**config.mk**
```make
export PLATFORM = sky130hd
export DESIGN_NAME = tcf_fault_ctrl
export DESIGN_NICKNAME = d
export VERILOG_FILES = /design/src/rtl/tcf_pkg.sv /design/src/rtl/tcf_mode_select.sv /design/src/rtl/tcf_policy.sv /design/src/rtl/tcf_sync_capture.sv /design/src/rtl/tcf_async_status.sv /design/src/rtl/tcf_fault_ctrl.sv
export SDC_FILE = /design/constraint.sdc
export NUM_CORES = 1
export LEC_CHECK = 0
export BUFFER_PORTS_ARGS = -buffer_cell sky130_fd_sc_hd__buf_2
export CAP_MARGIN = 20
export CORE_MARGIN = 1.5
export CORE_UTILIZATION = 40
export CTS_CLUSTER_DIAMETER = 100
export CTS_CLUSTER_SIZE = 10
export DETAILED_ROUTE_END_ITERATION = 10
export PLACE_DENSITY = 0.81
export REMOVE_ABC_BUFFERS = 1
export SYNTH_ARGS = -nofsm -noshare
export SYNTH_HDL_FRONTEND = slang
export SYNTH_SLANG_ARGS = --single-unit
```
**constraint.sdc**
```tcl
create_clock -name clk -period 1.6 [get_ports clk]
set_input_delay 0.16 -clock clk [delete_from_list [all_inputs] [get_ports clk]]
set_output_delay 0.16 -clock clk [all_outputs]
set_load 0.05 [all_outputs]
```
**src/rtl/tcf_pkg.sv**
```systemverilog
package tcf_pkg;

    // Policy fields inside the control word
    localparam int UNPRIV_FIELD_LSB = 38;
    localparam int PRIV_FIELD_LSB   = 40;
    // Address bit that selects the upper half of a split address space
    localparam int RANGE_SEL_BIT    = 55;
    // Fault status code reported for a tag check failure
    localparam logic [5:0] TAG_FSC  = 6'h11;

    typedef enum logic [1:0] {
        TCF_IGNORE = 2'd0,
        TCF_TRAP   = 2'd1,
        TCF_FLAG   = 2'd2,
        TCF_MIXED  = 2'd3
    } tcf_mode_e;

    typedef struct packed {
        logic       wnr;
        logic [5:0] fsc;
    } tcf_syn_t;

    typedef struct packed {
        logic       do_sync;
        logic       do_async;
        logic [1:0] async_bits;
    } tcf_action_t;

    function automatic tcf_mode_e pick_mode(input logic [63:0] ctrl, input logic unpriv);
        logic [1:0] f;
        f = unpriv ? ctrl[UNPRIV_FIELD_LSB +: 2] : ctrl[PRIV_FIELD_LSB +: 2];
        return tcf_mode_e'(f);
    endfunction

endpackage

```
**src/rtl/tcf_mode_select.sv**
```systemverilog
module tcf_mode_select
    import tcf_pkg::*;
#(
    parameter int CTRL_W = 64
) (
    input  logic [CTRL_W-1:0] ctrl_word,
    input  logic              unpriv,
    output tcf_mode_e         mode
);
    logic [63:0] ctrl_ext;

    generate
        if (CTRL_W >= 64) begin : g_trunc
            assign ctrl_ext = ctrl_word[63:0];
        end else begin : g_pad
            assign ctrl_ext = {{(64-CTRL_W){1'b0}}, ctrl_word};
        end
    endgenerate

    always_comb begin
        mode = pick_mode(ctrl_ext, unpriv);
    end
endmodule

```
**src/rtl/tcf_policy.sv**
```systemverilog
module tcf_policy
    import tcf_pkg::*;
#(
    parameter int ADDR_W = 64
) (
    input  logic              valid,
    input  tcf_mode_e         mode,
    input  logic              is_store,
    input  logic              two_range,
    input  logic [ADDR_W-1:0] addr,
    output tcf_action_t       act
);
    logic upper_half;

    assign upper_half = two_range & addr[RANGE_SEL_BIT];

    always_comb begin
        act = '0;
        if (valid) begin
            unique case (mode)
                TCF_IGNORE: ;
                TCF_TRAP:   act.do_sync  = 1'b1;
                TCF_FLAG:   act.do_async = 1'b1;
                TCF_MIXED: begin
                    act.do_async = is_store;
                    act.do_sync  = ~is_store;
                end
                default: ;
            endcase
        end
        if (act.do_async) begin
            act.async_bits = upper_half ? 2'b10 : 2'b01;
        end
    end
endmodule

```
**src/rtl/tcf_sync_capture.sv**
```systemverilog
module tcf_sync_capture
    import tcf_pkg::*;
#(
    parameter int ADDR_W = 64
) (
    input  logic              clk,
    input  logic              rst,
    input  logic              fire,
    input  logic              is_store,
    input  logic [ADDR_W-1:0] addr,
    output logic              req,
    output tcf_syn_t          syn,
    output logic [ADDR_W-1:0] vaddr
);
    always_ff @(posedge clk) begin
        if (rst) begin
            req   <= 1'b0;
            syn   <= '0;
            vaddr <= '0;
        end else begin
            req <= fire;
            if (fire) begin
                syn.wnr <= is_store;
                syn.fsc <= TAG_FSC;
                vaddr   <= addr;
            end
        end
    end
endmodule

```
**src/rtl/tcf_async_status.sv**
```systemverilog
module tcf_async_status #(
    parameter int NUM_LVL = 4,
    parameter int LVL_W   = 2
) (
    input  logic                 clk,
    input  logic                 rst,
    input  logic                 set_en,
    input  logic [LVL_W-1:0]     set_level,
    input  logic [1:0]           set_bits,
    input  logic                 clr_en,
    input  logic [LVL_W-1:0]     clr_level,
    input  logic [1:0]           clr_bits,
    output logic [2*NUM_LVL-1:0] status
);
    genvar g;
    generate
        for (g = 0; g < NUM_LVL; g++) begin : g_lvl
            logic [1:0] pair_q;
            logic [1:0] set_here;
            logic [1:0] clr_here;

            assign set_here = (set_en && set_level == LVL_W'(g)) ? set_bits : 2'b00;
            assign clr_here = (clr_en && clr_level == LVL_W'(g)) ? clr_bits : 2'b00;

            always_ff @(posedge clk) begin
                if (rst) begin
                    pair_q <= 2'b00;
                end else begin
                    // a new failure overrides a clear of the same bit
                    pair_q <= (pair_q & ~clr_here) | set_here;
                end
            end

            assign status[2*g +: 2] = pair_q;
        end
    endgenerate
endmodule

```
**src/rtl/tcf_fault_ctrl.sv**
```systemverilog
module tcf_fault_ctrl
    import tcf_pkg::*;
#(
    parameter int ADDR_W  = 64,
    parameter int CTRL_W  = 64,
    parameter int NUM_LVL = 4,
    localparam int LVL_W  = (NUM_LVL > 1) ? $clog2(NUM_LVL) : 1
) (
    input  logic                 clk,
    input  logic                 rst,
    input  logic                 flt_valid,
    input  logic [ADDR_W-1:0]    flt_addr,
    input  logic                 flt_is_store,
    input  logic                 flt_unpriv,
    input  logic                 flt_two_range,
    input  logic [LVL_W-1:0]     flt_level,
    input  logic [CTRL_W-1:0]    ctrl_word,
    input  logic                 clr_valid,
    input  logic [LVL_W-1:0]     clr_level,
    input  logic [1:0]           clr_mask,
    output logic                 sync_req,
    output logic [6:0]           sync_syndrome,
    output logic [ADDR_W-1:0]    sync_vaddr,
    output logic [2*NUM_LVL-1:0] async_status
);
    tcf_mode_e   mode;
    tcf_action_t act;
    tcf_syn_t    syn_q;

    tcf_mode_select #(.CTRL_W(CTRL_W)) u_mode (
        .ctrl_word (ctrl_word),
        .unpriv    (flt_unpriv),
        .mode      (mode)
    );

    tcf_policy #(.ADDR_W(ADDR_W)) u_policy (
        .valid     (flt_valid),
        .mode      (mode),
        .is_store  (flt_is_store),
        .two_range (flt_two_range),
        .addr      (flt_addr),
        .act       (act)
    );

    tcf_sync_capture #(.ADDR_W(ADDR_W)) u_sync (
        .clk      (clk),
        .rst      (rst),
        .fire     (act.do_sync),
        .is_store (flt_is_store),
        .addr     (flt_addr),
        .req      (sync_req),
        .syn      (syn_q),
        .vaddr    (sync_vaddr)
    );

    assign sync_syndrome = syn_q;

    tcf_async_status #(.NUM_LVL(NUM_LVL), .LVL_W(LVL_W)) u_async (
        .clk       (clk),
        .rst       (rst),
        .set_en    (act.do_async),
        .set_level (flt_level),
        .set_bits  (act.async_bits),
        .clr_en    (clr_valid),
        .clr_level (clr_level),
        .clr_bits  (clr_mask),
        .status    (async_status)
    );
endmodule

```
==> flow_metrics.py, run 1 <==
metrics = {
    "run_status": {
        "outcome": "finished clean",
    },
    "clock_network": {
        "htreeDepth": 3,
        "cts_setup_buffers": 0,
        "hold_buffers": 0,
        "cts_root_buf": "clkbuf_8",
        "cts_buffers": 9,
        "path_clk_slew_ps": 80,
        "clk_latency_ps": 320,
        "cts_tree": "built",
        "clock_sinks": 75,
        "cts_buffer_depth": 2,
        "cts_resized": 0,
    },
    "finish": {
        "multi_input_area_um2": 1380,
        "antenna_cells": 0,
        "seq_area_um2": 1500,
        "drive_gt1_frac": 0.383,
        "area_growth_syn_to_layout_pct": 37.1,
        "nets": 633,
        "fillers": 678,
        "final_area_um2": 4170,
    },
    "critical_path": {
        "cp-end-kind": "flop",
        "crit_chain": "buf_2, mux2_2, a211oi_4, buf_4, buf_12, mux2i_1",
        "arrival_ps": 1500,
        "worstSetupPathType": "in2reg",
        "cp_top_family": "multiplexers",
        "critical_path.max_stage_delay_ps": 380,
        "critPathBufInv": 3,
        "start_kind": "input port",
        "path_max_fanout": 21,
        "cpMaxStageDelayCell": "mux2_2",
        "critPathRequiredTime_ps": 1850,
    },
    "yosys": {
        "ys.flop_type": "dfxtp_1",
        "synth_compound_area_frac": 0.0518,
        "synth_edf_count": 0,
        "postSynthAreaPerCell_um2": 9.11,
        "synth_xor_area_frac": 0,
        "synthAdderAreaFrac": 0,
        "synthCells": 334,
        "yosys_register_bits": 75,
        "yosysMostFrequentCell": "nand2_1",
        "synthMuxAreaShare": 0.218,
        "synth.area.top_cells": "dfxtp_1 (49%), mux2i_1 (21%), nand2_1 (16%)",
        "synth_simple_gate_area_frac": 0.175,
        "synth_top_area_frac": 0.494,
        "synth_top_family_by_area": "multiplexers",
        "ys_top_cells_by_count": "nand2_1 (133), dfxtp_1 (75), mux2i_1 (65)",
        "syn_area_um2": 3040,
        "async_flop_share": 0,
        "ys_seq_area_frac": 0.494,
        "yosys.area.top_type": "dfxtp_1",
        "synth_cell_type_count": 22,
        "synth_warnings": 0,
    },
    "detailed_routing": {
        "wl_met3_um": 525,
        "routed_via_density": 4.59,
        "drt-initial-drc-count": 101,
        "dr.pass1.iters": 4,
        "routedWlPerCell_um": 11.8,
        "drt-met1-wl_mm": 2.93,
        "routed-via-count": 2729,
        "antenna_left": 0,
        "wl_met2_mm": 3.52,
        "finalWirelength_mm": 7.03,
        "highest_layer": "met4",
        "drc_errors": 0,
    },
    "global_route": {
        "grt_pass1_wl_mm": 11.7,
        "first_global_vias": 2706,
        "antenna_found_initial": 0,
        "overflow": 0,
        "grt_max_degree": 80,
        "grt_usage": 0.176,
    },
    "timing": {
        "final-setup-viol-count": 0,
        "drv_slew": 0,
        "hold_ws_ps": 59.4,
        "fmax_mhz": 801,
        "finClkSkew_ps": 0,
        "rsz0062_at_grt": "no",
        "fin_crit_sh": 0.781,
        "fin_crit_ps": 1250,
        "hold_violations": 0,
    },
    "floorplan": {
        "start_util": 0.417,
        "fp.dieH_um": 90.2,
        "die_w_um": 90.2,
        "die-area_um2": 8140,
        "fp.coreArea_um2": 7290,
        "rows": 31,
        "io_pins": 221,
    },
    "pwr": {
        "power_leakage_uw": 0.00203,
        "power_uw": 4340,
        "p_per_area_nw_per_um2": 1040,
        "irDropWorstVdd_uv": 467,
    },
    "placed_design": {
        "placed_area_um2": 3970,
        "dp_hpwl_mm": 5.40,
        "io_buffer_count": 156,
        "place.gp.congestion": 0.785,
    },
    "flow_run": {
        "cap_viol_max_count": 0,
    },
    "hold_path": {
        "worst_hold_path_type": "in2reg",
    },
}
[final timing paths]
check | start | end | slack [ps] | cells after the start
hold / removal | flt_addr[28] | u_sync.vaddr[28]$_SDFFE_PP0P_ | 60 | 3
hold reg to reg | u_sync.vaddr[39]$_SDFFE_PP0P_ | u_sync.vaddr[39]$_SDFFE_PP0P_ | 460 | 2
setup reg to reg | u_async.g_lvl[1].pair_q[1]$_SDFF_PP0_ | u_async.g_lvl[1].pair_q[1]$_SDFF_PP0_ | 890 | 2
setup / recovery | flt_unpriv | u_sync.vaddr[37]$_SDFFE_PP0P_ | 350 | 6
[cell usage in the layout, fill, tap and decap left out, drive strengths merged]
master / n
clkinv: 1
nand3: 1
mux2i: 65
buf: 171
bufinv: 1
clkinvlp: 2
a211oi: 1
mux2: 1
nand2b: 1
nor3: 2
o311ai: 6
clkbuf: 11
o32ai: 2
o21ba: 1
inv: 6
o31ai: 2
and2: 1
o2111ai: 2
nor2b: 1
dfxtp: 75
nand2: 133
o21ai: 5
o21a: 1
conb: 4
[flip-flops by register name, indices dropped and copies added, names as in the netlist]
register / cells
u_async.g_lvl.pair_q: 8
u_sync.vaddr: 64
u_sync.syn: 2
u_sync.req: 1
[report_power, final]
group	switching (uW)	total [uW]	internal [uW]	leakage, uW
clock network	656	1450	794	0.0000974
registers	44.5	2000	1960	0.000611
logic	601	882	281	0.00132
[logic make-up (layout without fill, tap and decap cells)]
kind of cell,count (synthesis),count (layout)
buffers and inverters,33,192
muxes,66,66
and+or+nand+nor,139,139
DFF,75,75
other,1,4
AOI/OAI and AO/OA,20,20
[metal layers]
metal	vias up	track usage
met4	0	0.0688
met2	110	0.314
met5	-	0
li1	1403	-
met1	1208	0.190
met3	8	0.0592
[worst reg2reg max path: cells and delay by family, from the launching register on]
kind                   cells  cell delay [ps]
AO/OA/AOI/OAI              1              250
flip-flops                 1              330
buffers and inverters      1               40
[layout make-up]
class | count | area share
multi-input cells | 229 | 0.330
inverters | 6 | 0.00600
clock inverters | 4 | 0.0120
flip-flops and latches | 75 | 0.360
clock buffers | 11 | 0.0363
well taps | 99 | 0.0297
repair buffers | 171 | 0.226
[metrics by stage]
| step | TNS [ps] | setup slack [ps] | std cells | utilization |
|---|---|---|---|---|
| after CTS | 0 | 363 | 595 | 0.572 |
| final | 0 | 351 | 595 | 0.572 |
| after detailed placement | 0 | 4.42 | 580 | 0.544 |
| after floorplan | -221810 | -3210 | 310 | - |
| after global placement | 0 | 55.5 | 580 | 0.544 |
| after global routing | 0 | 299 | 595 | 0.572 |
Note: power is estimated with default switching activity, not from simulation.
==> run 2: changes to the inputs <==
ABC_AREA = 1   (was unset)
CORE_UTILIZATION = 37   (was 40)
PLACE_DENSITY = 0.79   (was 0.81)
clock period = 1 ns   (was 1.6 ns; I/O delays follow)
==> run 2 against run 1 <==
Compared with the run above: core utilization down 1.2 points; first-iteration DRC count up 35%; clock power up 54%; final area up 9.7%; sequential share of layout area down 2.6 points; highest routed layer unchanged; critical path depth down 5.
==> flow_metrics.py, run 2 <==
metrics = {
    "run_status": {
        "outcome": "finished clean",
    },
    "finish": {
        "mostFrequentLayoutCell": "buf_2",
        "antenna_cells": 0,
        "largest_reg_flops": 64,
        "top_regs": "u_sync.vaddr: 64 flops, u_async.g_lvl.pair_q: 8 flops, u_sync.syn: 2 flops",
        "drive_gt1_frac": 0.469,
        "nets": 657,
        "multi_input_area_um2": 1320,
        "fillers": 756,
        "area_growth_syn_to_layout_pct": 47.6,
        "regMostFlops": "u_sync.vaddr",
        "seq_area_um2": 1530,
        "final_cell_mix": "buf_2 (80), a21oi_1 (73), nand2_1 (71)",
        "fin_util": 0.560,
    },
    "critical_path": {
        "cp.depth": 1,
        "r2r_slack_ps": 330,
        "timing.rr.start": "u_async.g_lvl[1].pair_q[0]$_SDFF_PP0_",
        "critical_path.max_stage_delay_ps": 340,
        "cp-end-kind": "output pin",
        "reg2reg_depth": 2,
        "cpMaxStageDelayCell": "dfxtp_1",
        "rr_endpoint": "u_async.g_lvl[1].pair_q[0]$_SDFF_PP0_",
        "worstSetupPathType": "reg2out",
        "path_max_fanout": 2,
        "critPathBufInv": 1,
        "crit_chain": "buf_4",
        "arrival_ps": 880,
        "crit_start": "u_sync.vaddr[23]$_SDFFE_PP0P_",
        "cp_top_family": "flip-flops",
        "critPathRequiredTime_ps": 900,
        "start_kind": "flop",
    },
    "yosys": {
        "postSynthAreaPerCell_um2": 8.43,
        "yosysMostFrequentCell": "dfxtp_1",
        "synth_xor_area_frac": 0,
        "synth_cell_type_count": 22,
        "synth_warnings": 0,
        "synthAdderAreaFrac": 0,
        "yosys_register_bits": 75,
        "synth_compound_area_frac": 0.134,
        "synth.area.top_cells": "dfxtp_1 (48%), a21oi_1 (12%), nand3_2 (10%)",
        "syn_area_um2": 3100,
        "synth_top_area_frac": 0.484,
        "synthMuxAreaShare": 0,
        "ys.flop_type": "dfxtp_1",
        "synth_simple_gate_area_frac": 0.282,
        "synth_edf_count": 0,
        "synthCells": 368,
        "synth_top_family_by_area": "simple AND/OR/NAND/NOR gates",
        "ys_top_cells_by_count": "dfxtp_1 (75), a21oi_1 (73), nand2_1 (72)",
        "ys_seq_area_frac": 0.484,
        "yosys.area.top_type": "dfxtp_1",
        "async_flop_share": 0,
    },
    "global_route": {
        "grt_max_degree": 44,
        "antenna_found_initial": 0,
        "grt_pass1_wl_mm": 13.5,
        "grt_usage": 0.189,
        "overflow": 0,
        "first_global_vias": 3046,
    },
    "flow_run": {
        "cap_viol_max_count": 0,
    },
    "clock_network": {
        "cts_buffer_depth": 2,
        "htreeDepth": 3,
        "clk_latency_ps": 320,
        "cts_tree": "built",
        "cts_buffers": 9,
        "cts_resized": 97,
        "cts_root_buf": "clkbuf_8",
        "clock_sinks": 75,
        "hold_buffers": 0,
        "cts_setup_buffers": 0,
        "path_clk_slew_ps": 80,
    },
    "detailed_routing": {
        "drt-initial-drc-count": 136,
        "routedWlPerCell_um": 13.9,
        "routed_via_density": 4.96,
        "drc_errors": 0,
        "routed-via-count": 3101,
        "dr.pass1.iters": 4,
        "antenna_left": 0,
        "finalWirelength_mm": 8.67,
    },
    "timing": {
        "finClkSkew_ps": 0,
        "fmax_mhz": 1030,
        "final-setup-viol-count": 0,
        "fin_crit_ps": 975,
        "drv_slew": 0,
        "hold_violations": 0,
        "hold_ws_ps": 15.2,
        "fin_crit_sh": 0.975,
    },
    "floorplan": {
        "die_w_um": 94.5,
        "fp.dieH_um": 94.5,
        "start_util": 0.379,
        "rows": 33,
        "io_pins": 221,
        "fp.coreArea_um2": 8180,
        "die-area_um2": 8940,
    },
    "hold_path": {
        "hold_depth": 3,
        "worstHoldStart": "flt_addr[58]",
        "holdPathEnd": "u_sync.vaddr[58]$_SDFFE_PP0P_",
        "worst_hold_path_type": "in2reg",
    },
    "pwr": {
        "p_per_area_nw_per_um2": 1560,
        "power_leakage_uw": 0.00196,
        "power_uw": 7130,
        "irDropWorstVdd_uv": 992,
    },
    "placed_design": {
        "place.gp.congestion": 0.754,
        "dp_hpwl_mm": 5.80,
        "io_buffer_count": 156,
    },
}
[run 2: cell type report]
type                            count  share of cell area
Sequential cell                    75               0.334
Timing Repair Buffer              168               0.296
Multi-Input combinational cell    246               0.287
Tap cell                          105              0.0287
Clock buffer                       10              0.0279
Inverter                           16              0.0137
Clock inverter                      5              0.0120
[run 2: routing by layer]
metal,wire [um],track usage,vias up
li1,-,-,1520
met2,4410,0.342,112
met4,168,0.0709,0
met3,557,0.0435,17
met1,3530,0.216,1452
met5,0,0,-
[run 2: logic make-up (layout without fill, tap and decap cells)]
logic type	after synthesis	in the layout
compound gates	83	83
buf+inv	50	199
flops	75	75
other cells	1	4
simple gates	159	159
[run 2: worst max-delay path by stage]
stage,end,slack [ps]
4_1_cts,sync_vaddr[43],1
3_5_place_dp,u_sync.vaddr[35]$_SDFFE_PP0P_,-160
5_1_grt,sync_vaddr[26],-9
6_report,sync_vaddr[23],20
3_3_place_gp,u_sync.vaddr[9]$_SDFFE_PP0P_,-110
2_1_floorplan,u_sync.vaddr[0]$_SDFFE_PP0P_,-1910
[run 2: where the power goes]
group	internal, uW	total [uW]	switching (uW)
sequential	3140	3240	101
combinational	587	1660	1070
clock	1130	2230	1090
total	4860	7130	2270
[run 2: through the flow]
step                TNS, ps  setup WS [ps]  cells  cell area, um2
detailed placement    -8620           -157    610            3970
finish                    0           24.9    625            4580
global placement      -6600           -110    610            3970
floorplan           -126490          -1910    337            2870
global route          -22.9          -9.26    625            4580
CTS                       0           1.47    625            4420
==> run 3: changes to the inputs <==
ABC_AREA = unset   (was 1)
==> run 3 against run 2 <==
Compared with the run above: register-to-register slack lost 60 ps; sequential power hardly changed; combinational power up 6%; total power is 2.3% lower; setup slack lost 160 ps; clock power down 13%; final area grew 7.9%; final cell count fell by 0.96%; the flow now finishes with violations (negative setup slack); via count fell by 5.4%.
==> flow_metrics.py, run 3 (same netlist as run 1, synthesis figures left out) <==
metrics = {
    "clock_network": {
        "cts_buffer_depth": 2,
        "cts_tree": "built",
        "cts_root_buf": "clkbuf_8",
        "cts_buffers": 9,
        "path_clk_slew_ps": 70,
        "htreeDepth": 3,
        "clk_latency_ps": 330,
        "clock_sinks": 75,
    },
    "finish": {
        "final_cell_mix": "nand2_1 (133), buf_2 (79), buf_6 (67)",
        "regMostFlops": "u_sync.vaddr",
        "antenna_cells": 0,
        "largest_reg_flops": 64,
        "top_regs": "u_sync.vaddr: 64 flops, u_async.g_lvl.pair_q: 8 flops, u_sync.syn: 2 flops",
        "drive_gt1_frac": 0.420,
        "nets": 657,
        "mostFrequentLayoutCell": "nand2_1",
        "area_growth_syn_to_layout_pct": 62.3,
    },
    "placed_design": {
        "io_buffer_count": 156,
        "pre_cts_ws_ps": -533,
        "dp_hpwl_mm": 5.44,
        "place.gp.congestion": 0.807,
    },
    "run_status": {
        "outcome": "finished, violations left",
        "violations": "negative setup slack",
    },
    "detailed_routing": {
        "routedWlPerCell_um": 13.8,
        "dr.pass1.iters": 4,
        "routed_via_density": 4.74,
        "finalWirelength_mm": 8.55,
        "routed-via-count": 2934,
        "drt-initial-drc-count": 88,
        "drc_errors": 0,
        "antenna_left": 0,
    },
    "critical_path": {
        "start_kind": "input port",
        "crit_chain": "buf_8, mux2_4, a211oi_4, buf_6, clkbuf_16, mux2i_1",
        "cp_top_family": "multiplexers",
        "critical_path.max_stage_delay_ps": 320,
        "path_max_fanout": 8,
        "worstSetupPathType": "in2reg",
        "arrival_ps": 1390,
        "critPathRequiredTime_ps": 1250,
        "r2r_slack_ps": 270,
        "cpMaxStageDelayCell": "mux2_4",
        "critPathBufInv": 3,
        "cp-end-kind": "flop",
    },
    "pwr": {
        "p_int_uw": 4870,
        "irDropWorstVdd_uv": 884,
        "seqPwrFrac": 0.467,
        "power_leakage_uw": 0.00223,
        "p_switching_uw": 2090,
        "p_comb_frac": 0.253,
        "p_per_area_nw_per_um2": 1410,
        "pwr-share-clk": 0.280,
        "swShare": 0.300,
    },
    "timing": {
        "finClkSkew_ps": 0,
        "drv_slew": 0,
        "final-setup-viol-count": 67,
        "fmax_mhz": 878,
        "rsz0062_at_grt": "yes",
        "setup_tns_ps": -4860,
        "hold_ws_ps": 12.4,
        "hold_violations": 0,
        "fin_crit_ps": 1140,
        "fin_crit_sh": 1.14,
        "worst_slack_ps": -139,
    },
    "global_route": {
        "grt_max_degree": 60,
        "grt_usage": 0.181,
        "antenna_found_initial": 0,
        "overflow": 0,
        "first_global_vias": 2830,
        "grt_pass1_wl_mm": 12.6,
    },
    "floorplan": {
        "rows": 32,
        "start_util": 0.388,
        "io_pins": 221,
        "die-area_um2": 8770,
        "die_w_um": 93.7,
        "fp.dieH_um": 93.7,
        "fp.coreArea_um2": 7850,
    },
    "flow_run": {
        "cap_viol_max_count": 0,
    },
    "hold_path": {
        "worst_hold_path_type": "in2reg",
    },
}
[run 3: timing repair]
action / 4_1_cts / 5_1_grt
gates resized for setup: 94 / 81
pin swaps: 2 / 0
hold buffers: 13 / 1
setup buffers: 2 / 1
endpoints found under the hold margin: 13 / 1
cloned: 2 / 2
setup endpoints to repair: 143 / 128
[run 3: per-layer routing]
metal | vias to the layer above | wire length [um] | GRT usage
li1 | 1449 | - | -
met1 | 1351 | 3320 | 0.198
met2 | 113 | 4470 | 0.322
met3 | 21 | 524 | 0.0566
met4 | 0 | 233 | 0.0759
met5 | - | 0 | 0
[run 3: final cells by class]
cell class	count	area, um2
timing repair buffer	195	1710
fill	627	2910
multi-input combinational	229	1390
tap	102	128
inverter	6	23.8
clock buffer	12	155
sequential	75	1530
[run 3: tightest hold or removal path, cell delays in order]
cell and delay, ps:
buf_2 90, nand2_1 50, mux2i_1 60
[run 3: final timing paths]
kind,startpoint,endpoint,depth (start not counted)
max,flt_unpriv,u_sync.vaddr[10]$_SDFFE_PP0P_,6
min,flt_addr[26],u_sync.vaddr[26]$_SDFFE_PP0P_,3
max reg2reg,u_async.g_lvl[1].pair_q[1]$_SDFF_PP0_,u_async.g_lvl[1].pair_q[1]$_SDFF_PP0_,2
min reg2reg,u_sync.vaddr[62]$_SDFFE_PP0P_,u_sync.vaddr[62]$_SDFFE_PP0P_,2
[run 3: power groups by stage]
stage / logic [uW] / registers, uW / clock network [uW]
2_1_floorplan: 460 / 3810 / 0
4_1_cts: 1640 / 3220 / 2020
3_5_place_dp: 1440 / 3280 / 0
3_3_place_gp: 1410 / 3270 / 0
6_report: 1760 / 3250 / 1950
5_1_grt: 1860 / 3270 / 2130
[run 3: metrics by stage]
stage,area [um2],cells,total power [uW],util
6_report,4940,619,6970,0.629
5_1_grt,4940,619,7260,0.629
4_1_cts,4610,615,6880,0.588
3_5_place_dp,4010,587,4720,0.511
3_3_place_gp,4010,587,4680,0.511
2_1_floorplan,2890,310,4270,-
